## src/rtl/rtc_front_pkg.sv

```systemverilog
package rtc_front_pkg;
  // Strobes issued by the control unit to the register bank
  typedef struct packed {
    logic capture;   // copy live time into the time/date bytes
    logic storeRam;  // store received byte at pointer (general memory)
    logic storeCtrl; // merge received byte into control byte
    logic loadTime;  // forward received byte to timekeeping core
  } frontStrb_t;
endpackage

```

## src/rtl/rtc_front_ctrl.sv

```systemverilog
module rtc_front_ctrl
  import rtc_front_pkg::*;
#(
  parameter int ADDR_W    = 6,
  parameter int TIME_REGS = 7,
  parameter int CTRL_IDX  = 7,
  localparam int IDX_W    = $clog2(TIME_REGS)
) (
  input  logic              clk,
  input  logic              rstN,
  input  logic              startWr,
  input  logic              startRd,
  input  logic              rxValid,
  input  logic [7:0]        rxData,
  input  logic              txTake,
  output frontStrb_t        strb,
  output logic [ADDR_W-1:0] regPtr,
  output logic              expectAddr,
  output logic              loadStb,
  output logic [IDX_W-1:0]  loadIdx,
  output logic [7:0]        loadData
);
  localparam logic [ADDR_W-1:0] PTR_LAST = '1;

  logic ptrLoad;
  logic ptrInc;
  logic byteIn;

  assign byteIn = rxValid && !startWr && !startRd;

  always_comb begin
    strb    = '0;
    ptrLoad = 1'b0;
    ptrInc  = 1'b0;
    if (startWr) begin
      // only arms the address phase
    end else if (startRd) begin
      strb.capture = 1'b1;
    end else if (rxValid) begin
      if (expectAddr) begin
        ptrLoad = 1'b1;
      end else begin
        ptrInc = 1'b1;
        if (int'(regPtr) < TIME_REGS)       strb.loadTime  = 1'b1;
        else if (int'(regPtr) == CTRL_IDX)  strb.storeCtrl = 1'b1;
        else                                strb.storeRam  = 1'b1;
      end
    end else if (txTake) begin
      ptrInc = 1'b1;
    end
    if (ptrInc && regPtr == PTR_LAST) strb.capture = 1'b1;
  end

  always_ff @(posedge clk) begin
    if (!rstN) begin
      expectAddr <= 1'b0;
      regPtr     <= '0;
      loadStb    <= 1'b0;
      loadIdx    <= '0;
      loadData   <= '0;
    end else begin
      if (startWr)     expectAddr <= 1'b1;
      else if (byteIn) expectAddr <= 1'b0;

      if (ptrLoad)     regPtr <= rxData[ADDR_W-1:0];
      else if (ptrInc) regPtr <= regPtr + 1'b1;

      loadStb <= strb.loadTime;
      if (strb.loadTime) begin
        loadIdx  <= regPtr[IDX_W-1:0];
        loadData <= rxData;
      end
    end
  end
endmodule

```

## src/rtl/rtc_front_data.sv

```systemverilog
module rtc_front_data
  import rtc_front_pkg::*;
#(
  parameter int          ADDR_W    = 6,
  parameter int          TIME_REGS = 7,
  parameter int          CTRL_IDX  = 7,
  parameter logic [7:0]  CTRL_KEEP = 8'hB3,
  parameter int          OSF_BIT   = 5,
  localparam int         DEPTH     = 1 << ADDR_W
) (
  input  logic                   clk,
  input  logic                   rstN,
  input  frontStrb_t             strb,
  input  logic [ADDR_W-1:0]      regPtr,
  input  logic [7:0]             wrData,
  input  logic [TIME_REGS*8-1:0] liveTime,
  input  logic                   oscStop,
  output logic [7:0]             txData,
  output logic [7:0]             ctrlByte
);
  logic [7:0] bank [DEPTH];
  logic [7:0] ctrlNext;

  // control byte: masked write, flag clear-only by software, set by core
  always_comb begin
    ctrlNext = bank[CTRL_IDX];
    if (strb.storeCtrl) begin
      ctrlNext          = wrData & CTRL_KEEP;
      ctrlNext[OSF_BIT] = wrData[OSF_BIT] & bank[CTRL_IDX][OSF_BIT];
    end
    if (oscStop) ctrlNext[OSF_BIT] = 1'b1;
  end

  for (genvar g = 0; g < DEPTH; g++) begin : g_loc
    if (g < TIME_REGS) begin : g_time
      always_ff @(posedge clk) begin
        if (!rstN)             bank[g] <= '0;
        else if (strb.capture) bank[g] <= liveTime[g*8 +: 8];
      end
    end else if (g == CTRL_IDX) begin : g_ctrl
      always_ff @(posedge clk) begin
        if (!rstN) bank[g] <= '0;
        else       bank[g] <= ctrlNext;
      end
    end else begin : g_ram
      always_ff @(posedge clk) begin
        if (!rstN)                                  bank[g] <= '0;
        else if (strb.storeRam && int'(regPtr) == g) bank[g] <= wrData;
      end
    end
  end

  assign txData   = bank[regPtr];
  assign ctrlByte = bank[CTRL_IDX];
endmodule

```

## src/rtl/rtc_front.sv

```systemverilog
module rtc_front
  import rtc_front_pkg::*;
#(
  parameter int ADDR_W    = 6,
  parameter int TIME_REGS = 7,
  parameter int CTRL_IDX  = 7,
  localparam int IDX_W    = $clog2(TIME_REGS)
) (
  input  logic                   clk,
  input  logic                   rstN,
  input  logic                   startWr,
  input  logic                   startRd,
  input  logic                   rxValid,
  input  logic [7:0]             rxData,
  input  logic                   txTake,
  output logic [7:0]             txData,
  input  logic [TIME_REGS*8-1:0] liveTime,
  input  logic                   oscStop,
  output logic                   loadStb,
  output logic [IDX_W-1:0]       loadIdx,
  output logic [7:0]             loadData
);
  frontStrb_t        strb;
  logic [ADDR_W-1:0] regPtr;
  logic              expectAddr;
  logic [7:0]        ctrlByte;

  rtc_front_ctrl #(.ADDR_W(ADDR_W), .TIME_REGS(TIME_REGS), .CTRL_IDX(CTRL_IDX)) u_ctrl (
    .clk(clk), .rstN(rstN), .startWr(startWr), .startRd(startRd),
    .rxValid(rxValid), .rxData(rxData), .txTake(txTake), .strb(strb),
    .regPtr(regPtr), .expectAddr(expectAddr), .loadStb(loadStb),
    .loadIdx(loadIdx), .loadData(loadData)
  );

  rtc_front_data #(.ADDR_W(ADDR_W), .TIME_REGS(TIME_REGS), .CTRL_IDX(CTRL_IDX)) u_data (
    .clk(clk), .rstN(rstN), .strb(strb), .regPtr(regPtr), .wrData(rxData),
    .liveTime(liveTime), .oscStop(oscStop), .txData(txData), .ctrlByte(ctrlByte)
  );
endmodule

```

## config.mk

```make
export PLATFORM = sky130hd
export DESIGN_NAME = rtc_front
export DESIGN_NICKNAME = d
export VERILOG_FILES = /design/src/rtl/rtc_front_pkg.sv /design/src/rtl/rtc_front_ctrl.sv /design/src/rtl/rtc_front_data.sv /design/src/rtl/rtc_front.sv
export SDC_FILE = /design/constraint.sdc
export NUM_CORES = 1
export LEC_CHECK = 0
export BUFFER_PORTS_ARGS = -buffer_cell sky130_fd_sc_hd__buf_2
export CORE_AREA = 10 10 232 234
export DETAILED_ROUTE_END_ITERATION = 12
export DIE_AREA = 0 0 242 244
export PLACE_DENSITY = 0.66
export SETUP_SLACK_MARGIN = 0.02
export SYNTH_ARGS = -nofsm -noshare
export SYNTH_HDL_FRONTEND = slang
export SYNTH_HIERARCHICAL = 1
export SYNTH_SLANG_ARGS = --single-unit
```

## constraint.sdc

```tcl
create_clock -name clk -period 6.45 [get_ports clk]
set_input_delay 0.3225 -clock clk [delete_from_list [all_inputs] [get_ports clk]]
set_output_delay 0.3225 -clock clk [all_outputs]
set_load 0.05 [all_outputs]
```

==> flow_metrics.py, run 1 <==
metrics = {
    "cts": {
        "root_buffer": "clkbuf_16",
        "cts_resized": 0,
        "cts_setup_buffers": 0,
        "cts_sinks": 528,
        "htreeDepth": 2,
        "clk_latency_ns": 0.61,
        "clockBufferDepth": 3,
        "cts_hold_buf": 12,
        "clk_pin_slew_ns": 0.06,
        "numCtsBuffers": 55,
        "cts_tree": "done",
    },
    "sta": {
        "post-route-min-period_ns": 4.251,
        "setup_tns_ns": 0,
        "worstMarginPinSlew_ns": 1.327,
        "rsz0062_at_grt": "no",
        "fmax_ghz": 0.2352,
        "fin_skew_ns": 0.01872,
        "timing_hold_violations_final": 0,
        "slew_viol_final": 0,
        "finalSetupViolCount": 0,
        "max_slew_margin": 0.1059,
        "min_period_over_period": 0.6591,
    },
    "placement": {
        "place_congestion": 0.8960,
        "dpl_cell_area_um2": 25370,
        "dpl.hpwl_um": 38270,
        "portBuffers": 90,
    },
    "cells_and_area": {
        "num_antenna_cells": 0,
        "stdcell_area_um2": 27200,
        "area_growth_pct": 11.82,
        "drive_gt1_frac": 0.1925,
        "nets": 1810,
    },
    "worst_setup_path": {
        "required_ns": 6.13,
        "worstPathMaxFanout": 80,
        "cp-start-kind": "flop",
        "crit_buf_inv": 2,
        "arrival_ns": 3.93,
        "slowest_stage": "dfxtp_4",
        "rrSetupSlack_ns": 2.65,
        "cp_cell_sequence": "buf_12 > mux4_2 > a22oi_1 > a21oi_1 > or4_1 > buf_2",
        "path_class": "flop to output port",
        "critPathMaxStageDelay_ns": 0.72,
        "critPathTopFamily": "buffers and inverters",
        "endpoint_kind": "output port",
    },
    "pwr": {
        "power_frac_comb": 0.063,
        "switching_share": 0.2221,
        "peakVddDrop_mv": 0.2001,
        "p_sw_mw": 1.648,
        "p_leak_nw": 9.794,
        "seq_power_share": 0.528,
        "p_int_mw": 5.772,
        "power_frac_clock": 0.409,
        "power_density_nw_per_um2": 272.8,
    },
    "floorplan": {
        "die_y_um": 244,
        "rows": 82,
        "die_area_um2": 59050,
        "fp.dieW_um": 242,
        "ios": 91,
        "core_area_um2": 49450,
        "initial_utilization": 0.4918,
    },
    "flow_run": {
        "maxCapViolCount": 0,
    },
    "run_status": {
        "status": "finished, final reports clean",
    },
    "synthesis": {
        "yosysWarnings": 6,
        "avgSynthCellArea_um2": 14.55,
        "netlist_instances": 1672,
        "synthesis.area_um2": 24320,
        "synth_nets": 1744,
    },
    "hold_path": {
        "hold_path_class": "input pin to flop",
    },
    "global_route": {
        "grt_overflow_total": 0,
        "grt_use_total": 0.2054,
        "grt_max_degree": 121,
        "grt_antenna_before_repair": 0,
        "first_global_vias": 14750,
        "grt_pass1_wl_um": 92080,
    },
    "routing": {
        "viasPerCell": 5.854,
        "drc": 0,
        "ant_nets": 0,
        "wl_per_cell_um": 24.97,
        "initialDrtViolationCount": 1445,
        "drt_wl_total_um": 61290,
        "num_vias": 14370,
        "firstDrtPassIters": 5,
    },
}
[final timing paths]
check,cells after the start,end,from
worst max-delay path,6,txData[1],u_ctrl/regPtr[0]$_SDFFE_PN0P_
worst min-delay path,2,u_data/bank[3][0]$_SDFFCE_PN0P_,liveTime[24]
worst max register to register,4,u_data/bank[59][4]$_SDFFCE_PN0P_,u_ctrl/regPtr[3]$_SDFFE_PN0P_
worst min register to register,2,u_ctrl/loadData[1]$_SDFFE_PN0P_,u_ctrl/loadData[1]$_SDFFE_PN0P_
[metal layers]
layer,GRT usage,share of wire
met1,0.2776,0.42
met2,0.3200,0.46
met3,0.04633,0.085
met4,0.08138,0.035
met5,0,0
[layout make-up]
type                    instances  area (um^2)
clock inverters                26        209.0
multi-input cells            1012         8143
flip-flops and latches        528        15620
repair buffers                139        875.8
inverters                       2        7.507
clock buffers                  75         1498
well taps                     672        840.8
fillers                      4038        22260
[flip-flops by register name (all words and copies together), names as in the netlist]
| signal | flops |
|---|---|
| u_ctrl/loadStb | 1 |
| u_ctrl/regPtr | 6 |
| u_ctrl/loadIdx | 3 |
| u_ctrl/expectAddr | 1 |
| u_data/bank | 509 |
| u_ctrl/loadData | 8 |
[power groups by stage]
| stage | Clock [mW] | Sequential, mW | Combinational [mW] |
|---|---|---|---|
| after floorplan | 0 | 3.97 | 0.297 |
| after global placement | 0 | 3.99 | 0.452 |
| after detailed placement | 0 | 3.99 | 0.460 |
| after CTS | 3.08 | 3.92 | 0.468 |
| after global routing | 3.24 | 3.93 | 0.497 |
| final | 3.03 | 3.92 | 0.467 |
[cell usage in the layout, fill, tap and decap left out, types with 2 or more instances in the layout]
cell           instances
o211ai_1               4
buf_4                 36
o21ai_1                2
a21oi_1               30
mux2_2                 6
and3_1                57
mux4_2               122
bufinv_16              3
o21a_1                 2
inv_6                  2
clkinv_2               8
a22oi_1               47
o22ai_1                4
mux2i_1               19
dfxtp_1               21
clkbuf_1              14
nand3_1               25
inv_1                  2
and2b_1                3
buf_12                 2
buf_2                 89
and4b_1                3
a31oi_1                4
edfxtp_1             504
nor2_1                69
nand2_1               44
and2_1               451
dlygate4sd3_1         12
nor2b_2                2
or4_1                  6
clkbuf_4               4
o21ai_0               69
nor2b_1               16
dfxtp_4                2
a211oi_1               6
a22o_1                 4
clkinv_1              12
nand2b_1               4
clkbuf_16             56
[through the flow]
| step | hold slack, ns | cells | setup WS (ns) | power (mW) | utilization |
|---|---|---|---|---|---|
| final | 0.03092 | 2454 | 2.199 | 7.420 | 0.5500 |
| after global routing | 0.01387 | 2454 | 2.059 | 7.663 | 0.5500 |
| after CTS | 0.0006394 | 2454 | 2.170 | 7.473 | 0.5500 |
| after detailed placement | 0.4633 | 2341 | 2.739 | 4.452 | 0.5130 |
| after global placement | 0.4545 | 2341 | 2.835 | 4.439 | 0.5130 |
| after floorplan | 0.4399 | 1672 | 3.290 | 4.262 | - |
Note: power is estimated with default switching activity, not from simulation.
==> run 2: changes to the inputs <==
==> constraint.sdc (replaced) <==
create_clock -name clk -period 3.95 [get_ports clk]
set_input_delay 0.1975 -clock clk [delete_from_list [all_inputs] [get_ports clk]]
set_output_delay 0.1975 -clock clk [all_outputs]
set_load 0.05 [all_outputs]
==> flow_metrics.py, run 2 (synthesized netlist as in run 1, its figures left out) <==
metrics = {
    "placement": {
        "portBuffers": 90,
        "place_congestion": 0.9147,
        "pre_cts_slack_ns": 0.6708,
        "placedCellCount": 2404,
        "dpl.hpwl_um": 42230,
        "dpl_cell_area_um2": 25890,
    },
    "worst_setup_path": {
        "endpoint_kind": "output port",
        "reg2reg_from": "u_ctrl/regPtr[2]$_SDFFE_PN0P_",
        "required_ns": 3.75,
        "path_class": "flop to output port",
        "cp-start-kind": "flop",
        "ff2ff_path_depth": 4,
        "arrival_ns": 3.53,
        "rrSetupSlack_ns": 0.69,
        "worstPathMaxFanout": 26,
        "reg2reg_to": "u_data/bank[47][4]$_SDFFCE_PN0P_",
    },
    "hold_path": {
        "hold_depth": 4,
        "whs_endpoint": "u_ctrl/regPtr[0]$_SDFFE_PN0P_",
        "min_from": "txTake",
        "hold_path_class": "input pin to flop",
    },
    "routing": {
        "viasPerCell": 5.834,
        "ant_nets": 0,
        "num_vias": 14960,
        "wl_per_cell_um": 25.05,
        "firstDrtPassIters": 5,
        "drt_wl_total_um": 64260,
        "initialDrtViolationCount": 1586,
        "drc": 0,
    },
    "cts": {
        "cts_sinks": 528,
        "clockBufferDepth": 3,
        "cts_tree": "done",
        "htreeDepth": 2,
        "root_buffer": "clkbuf_16",
        "cts_resized": 0,
        "clk_latency_ns": 0.61,
        "numCtsBuffers": 54,
        "clk_pin_slew_ns": 0.06,
    },
    "cells_and_area": {
        "stdcell_area_um2": 28240,
        "layout_common_cells": "edfxtp_1, and2_1, mux4_2",
        "fin_cells": 2565,
        "num_antenna_cells": 0,
        "largest_reg_flops": 509,
        "drive_gt1_frac": 0.2166,
        "nFillCells": 3917,
        "nets": 1920,
        "area_growth_pct": 16.10,
        "mostFrequentLayoutCell": "edfxtp_1",
        "regMostFlops": "u_data/bank",
        "top_regs": "u_data/bank: 509 flops, u_ctrl/loadData: 8 flops, u_ctrl/regPtr: 6 flops",
    },
    "pwr": {
        "peakVddDrop_mv": 0.3474,
        "p_leak_nw": 10.33,
        "power_density_nw_per_um2": 434.1,
    },
    "global_route": {
        "first_global_vias": 15150,
        "grt_pass1_wl_um": 96510,
        "grt_antenna_before_repair": 0,
        "grt_overflow_total": 0,
        "grt_use_total": 0.2146,
        "grt_max_degree": 102,
    },
    "sta": {
        "post-route-min-period_ns": 3.727,
        "setup_tns_ns": 0,
        "worstMarginPinSlew_ns": 1.238,
        "max_slew_margin": 0.1738,
        "min_period_over_period": 0.9436,
        "finalSetupViolCount": 0,
        "setup_ws_ns": 0.2229,
        "rsz0062_at_grt": "no",
        "fin_skew_ns": 0.01363,
        "slew_viol_final": 0,
        "fmax_ghz": 0.2683,
        "timing_hold_violations_final": 0,
    },
    "floorplan": {
        "ios": 91,
        "rows": 82,
        "initial_utilization": 0.4918,
        "fp.dieW_um": 242,
        "core_area_um2": 49450,
        "die_area_um2": 59050,
        "die_y_um": 244,
    },
    "run_status": {
        "status": "finished, final reports clean",
    },
    "flow_run": {
        "maxCapViolCount": 0,
    },
}
==> run 2: cell type report <==
cell class / count / area (um^2) / share of cell area
clock buffers: 71 / 1475 / 0.05224
clock inverters: 30 / 259.0 / 0.009172
inverters: 2 / 7.507 / 0.0002659
multi-input cells: 1012 / 8143 / 0.2884
flip-flops and latches: 528 / 15620 / 0.5533
well taps: 672 / 840.8 / 0.02978
repair buffers: 250 / 1889 / 0.06691
==> run 2: worst max-delay path: stages (launching register included) <==
cell     delay (ns)
dfxtp_4        0.73
buf_12         0.30
mux4_2         0.59
a22oi_1        0.25
a21oi_1        0.10
or4_1          0.63
buf_2          0.27
==> run 2: what timing repair did <==
action / 4_1_cts / 5_1_grt
setup endpoints to repair: 0 / 5
buffers inserted: 0 / 1
hold buffers: 59 / 0
endpoints found under the hold margin: 58 / 0
==> run 2: stage by stage <==
stage          utilization  power, mW  hold WS [ns]
3_3_place_gp        0.5236      7.302        0.4506
6_report            0.5710      12.26       0.03656
3_5_place_dp        0.5236      7.316        0.4563
2_1_floorplan            -      6.960        0.3149
5_1_grt             0.5710      12.62       0.08819
4_1_cts             0.5706      12.33       0.01605
==> run 2: power breakdown <==
part,internal [mW],switching [mW]
sequential,6.31,0.0938
combinational,0.341,0.507
clock,2.88,2.12
total,9.54,2.72
==> run 2: worst max-delay path by stage <==
stage                                   from                         endpoint  slack (ns)
6_report       u_ctrl/regPtr[0]$_SDFFE_PN0P_                        txData[7]        0.22
5_1_grt        u_ctrl/regPtr[3]$_SDFFE_PN0P_                        txData[4]        0.09
2_1_floorplan  u_ctrl/regPtr[0]$_SDFFE_PN0P_  u_data/bank[0][0]$_SDFFCE_PN0P_        0.79
3_3_place_gp   u_ctrl/regPtr[0]$_SDFFE_PN0P_                        txData[4]        0.71
4_1_cts        u_ctrl/regPtr[0]$_SDFFE_PN0P_                        txData[7]        0.04
3_5_place_dp   u_ctrl/regPtr[0]$_SDFFE_PN0P_                        txData[7]        0.67
==> run 2: layer usage <==
layer	global-route usage	routed length, um
met1	0.2878	26470
met2	0.3489	30720
met3	0.04317	5109
met4	0.06695	1959
met5	0	0
==> run 3: changes to the inputs <==
--- a/config.mk
+++ b/config.mk
@@ -10,6 +10,7 @@
 export DETAILED_ROUTE_END_ITERATION = 12
 export DIE_AREA = 0 0 242 244
 export PLACE_DENSITY = 0.66
+export RECOVER_POWER = 50
 export SETUP_SLACK_MARGIN = 0.02
 export SYNTH_ARGS = -nofsm -noshare
 export SYNTH_HDL_FRONTEND = slang
==> flow_metrics.py, run 3 (synthesized netlist as in run 1, its figures left out) <==
metrics = {
    "worst_setup_path": {
        "ff2ff_path_depth": 6,
        "path_class": "flop to output port",
        "reg2reg_to": "u_data/bank[6][7]$_SDFFCE_PN0P_",
        "arrival_ns": 3.53,
        "endpoint_kind": "output port",
        "worstPathMaxFanout": 26,
        "cp-start-kind": "flop",
        "reg2reg_from": "u_ctrl/regPtr[0]$_SDFFE_PN0P_",
        "required_ns": 3.75,
        "rrSetupSlack_ns": 0.51,
    },
    "floorplan": {
        "rows": 82,
        "initial_utilization": 0.4918,
        "die_area_um2": 59050,
        "fp.dieW_um": 242,
        "ios": 91,
        "die_y_um": 244,
        "core_area_um2": 49450,
    },
    "sta": {
        "setup_ws_ns": 0.2222,
        "timing_hold_violations_final": 0,
        "worstMarginPinSlew_ns": 1.630,
        "max_slew_margin": -0.08651,
        "finalSetupViolCount": 0,
        "rsz0062_at_grt": "no",
        "setup_tns_ns": 0,
        "fmax_ghz": 0.2683,
        "slew_viol_final": 102,
        "min_period_over_period": 0.9437,
        "hold_slack_ns": 0.03573,
        "fin_skew_ns": 0.01456,
        "post-route-min-period_ns": 3.728,
    },
    "cells_and_area": {
        "fin_cells": 2565,
        "largest_reg_flops": 509,
        "regMostFlops": "u_data/bank",
        "layout_common_cells": "edfxtp_1, and2_1, mux4_2",
        "nets": 1920,
        "top_regs": "u_data/bank: 509 flops, u_ctrl/loadData: 8 flops, u_ctrl/regPtr: 6 flops",
        "multi_input_area_um2": 8124,
        "area.sequential_um2": 15620,
        "area_growth_pct": 15.47,
        "stdcell_area_um2": 28090,
        "drive_gt1_frac": 0.1944,
        "num_antenna_cells": 0,
        "nFillCells": 3953,
        "mostFrequentLayoutCell": "edfxtp_1",
    },
    "global_route": {
        "grt_overflow_total": 0,
        "grt_antenna_before_repair": 0,
        "grt_max_degree": 102,
        "first_global_vias": 15150,
        "grt_use_total": 0.2146,
        "grt_pass1_wl_um": 96510,
    },
    "pwr": {
        "power_density_nw_per_um2": 436.3,
        "p_leak_nw": 10.06,
        "peakVddDrop_mv": 0.3469,
    },
    "run_status": {
        "status": "finished with violations",
        "violations": "capacitance limit, slew limit",
    },
    "routing": {
        "initialDrtViolationCount": 1607,
        "viasPerCell": 5.815,
        "wl_per_cell_um": 25.10,
        "drt_wl_total_um": 64380,
        "firstDrtPassIters": 5,
        "ant_nets": 0,
        "num_vias": 14920,
        "drc": 0,
    },
    "hold_path": {
        "whs_endpoint": "u_ctrl/regPtr[0]$_SDFFE_PN0P_",
        "hold_path_class": "input pin to flop",
        "hold_depth": 4,
        "min_from": "txTake",
    },
    "placement": {
        "placedCellCount": 2404,
        "portBuffers": 90,
        "pre_cts_slack_ns": 0.6708,
        "place_congestion": 0.9147,
        "dpl_cell_area_um2": 25890,
        "dpl.hpwl_um": 42230,
    },
    "cts": {
        "cts_tree": "done",
        "clk_latency_ns": 0.61,
        "cts_resized": 0,
        "clk_pin_slew_ns": 0.06,
        "root_buffer": "clkbuf_16",
        "cts_sinks": 528,
        "clockBufferDepth": 3,
        "htreeDepth": 2,
        "numCtsBuffers": 54,
    },
    "flow_run": {
        "maxCapViolCount": 1,
    },
}
==> run 3: critical path, cell delays in order (launching register included) <==
cell     delay (ns)
dfxtp_4        0.73
buf_12         0.30
mux4_2         0.59
a22oi_1        0.25
a21oi_1        0.11
or4_1          0.62
buf_2          0.27
==> run 3: final cells by class <==
type / count / share of cell area
sequential: 528 / 0.5563
tap: 672 / 0.02994
timing repair buffer: 250 / 0.06250
clock inverter: 30 / 0.009222
inverter: 2 / 0.0002673
clock buffer: 71 / 0.05252
multi-input combinational: 1012 / 0.2893
==> run 3: worst max path at each step <==
stage                                  start                         endpoint  depth (start not counted)
3_3_place_gp   u_ctrl/regPtr[0]$_SDFFE_PN0P_                        txData[4]                          6
5_1_grt        u_ctrl/regPtr[3]$_SDFFE_PN0P_                        txData[4]                          6
4_1_cts        u_ctrl/regPtr[0]$_SDFFE_PN0P_                        txData[7]                          6
6_report       u_ctrl/regPtr[0]$_SDFFE_PN0P_                        txData[7]                          6
2_1_floorplan  u_ctrl/regPtr[0]$_SDFFE_PN0P_  u_data/bank[0][0]$_SDFFCE_PN0P_                          5
3_5_place_dp   u_ctrl/regPtr[0]$_SDFFE_PN0P_                        txData[7]                          6
==> run 3: power breakdown <==
group | switching, mW | total (mW) | leakage [nW] | internal [mW]
clock network | 2.13 | 5.01 | 0.848 | 2.88
registers | 0.0934 | 6.41 | 5.42 | 6.31
logic | 0.509 | 0.835 | 3.79 | 0.326
==> run 3: metrics by stage <==
step	util	total power [mW]
floorplan	-	6.960
global placement	0.5236	7.302
detailed placement	0.5236	7.316
CTS	0.5706	12.33
global route	0.5679	12.61
finish	0.5679	12.25
==> run 3: timing repair <==
| item | in CTS | in global routing |
|---|---|---|
| setup buffers | 0 | 1 |
| setup endpoints to repair | 0 | 5 |
| endpoints found under the hold margin | 58 | 0 |
| hold buffers | 59 | 0 |
==> run 3: routing by layer <==
layer / routed length, um / GRT usage / up-vias
met5: 0 / 0 / -
met4: 2058 / 0.06695 / 0
met3: 5435 / 0.04317 / 126
met2: 30680 / 0.3489 / 661
met1: 26210 / 0.2878 / 7550
li1: - / - / 6579
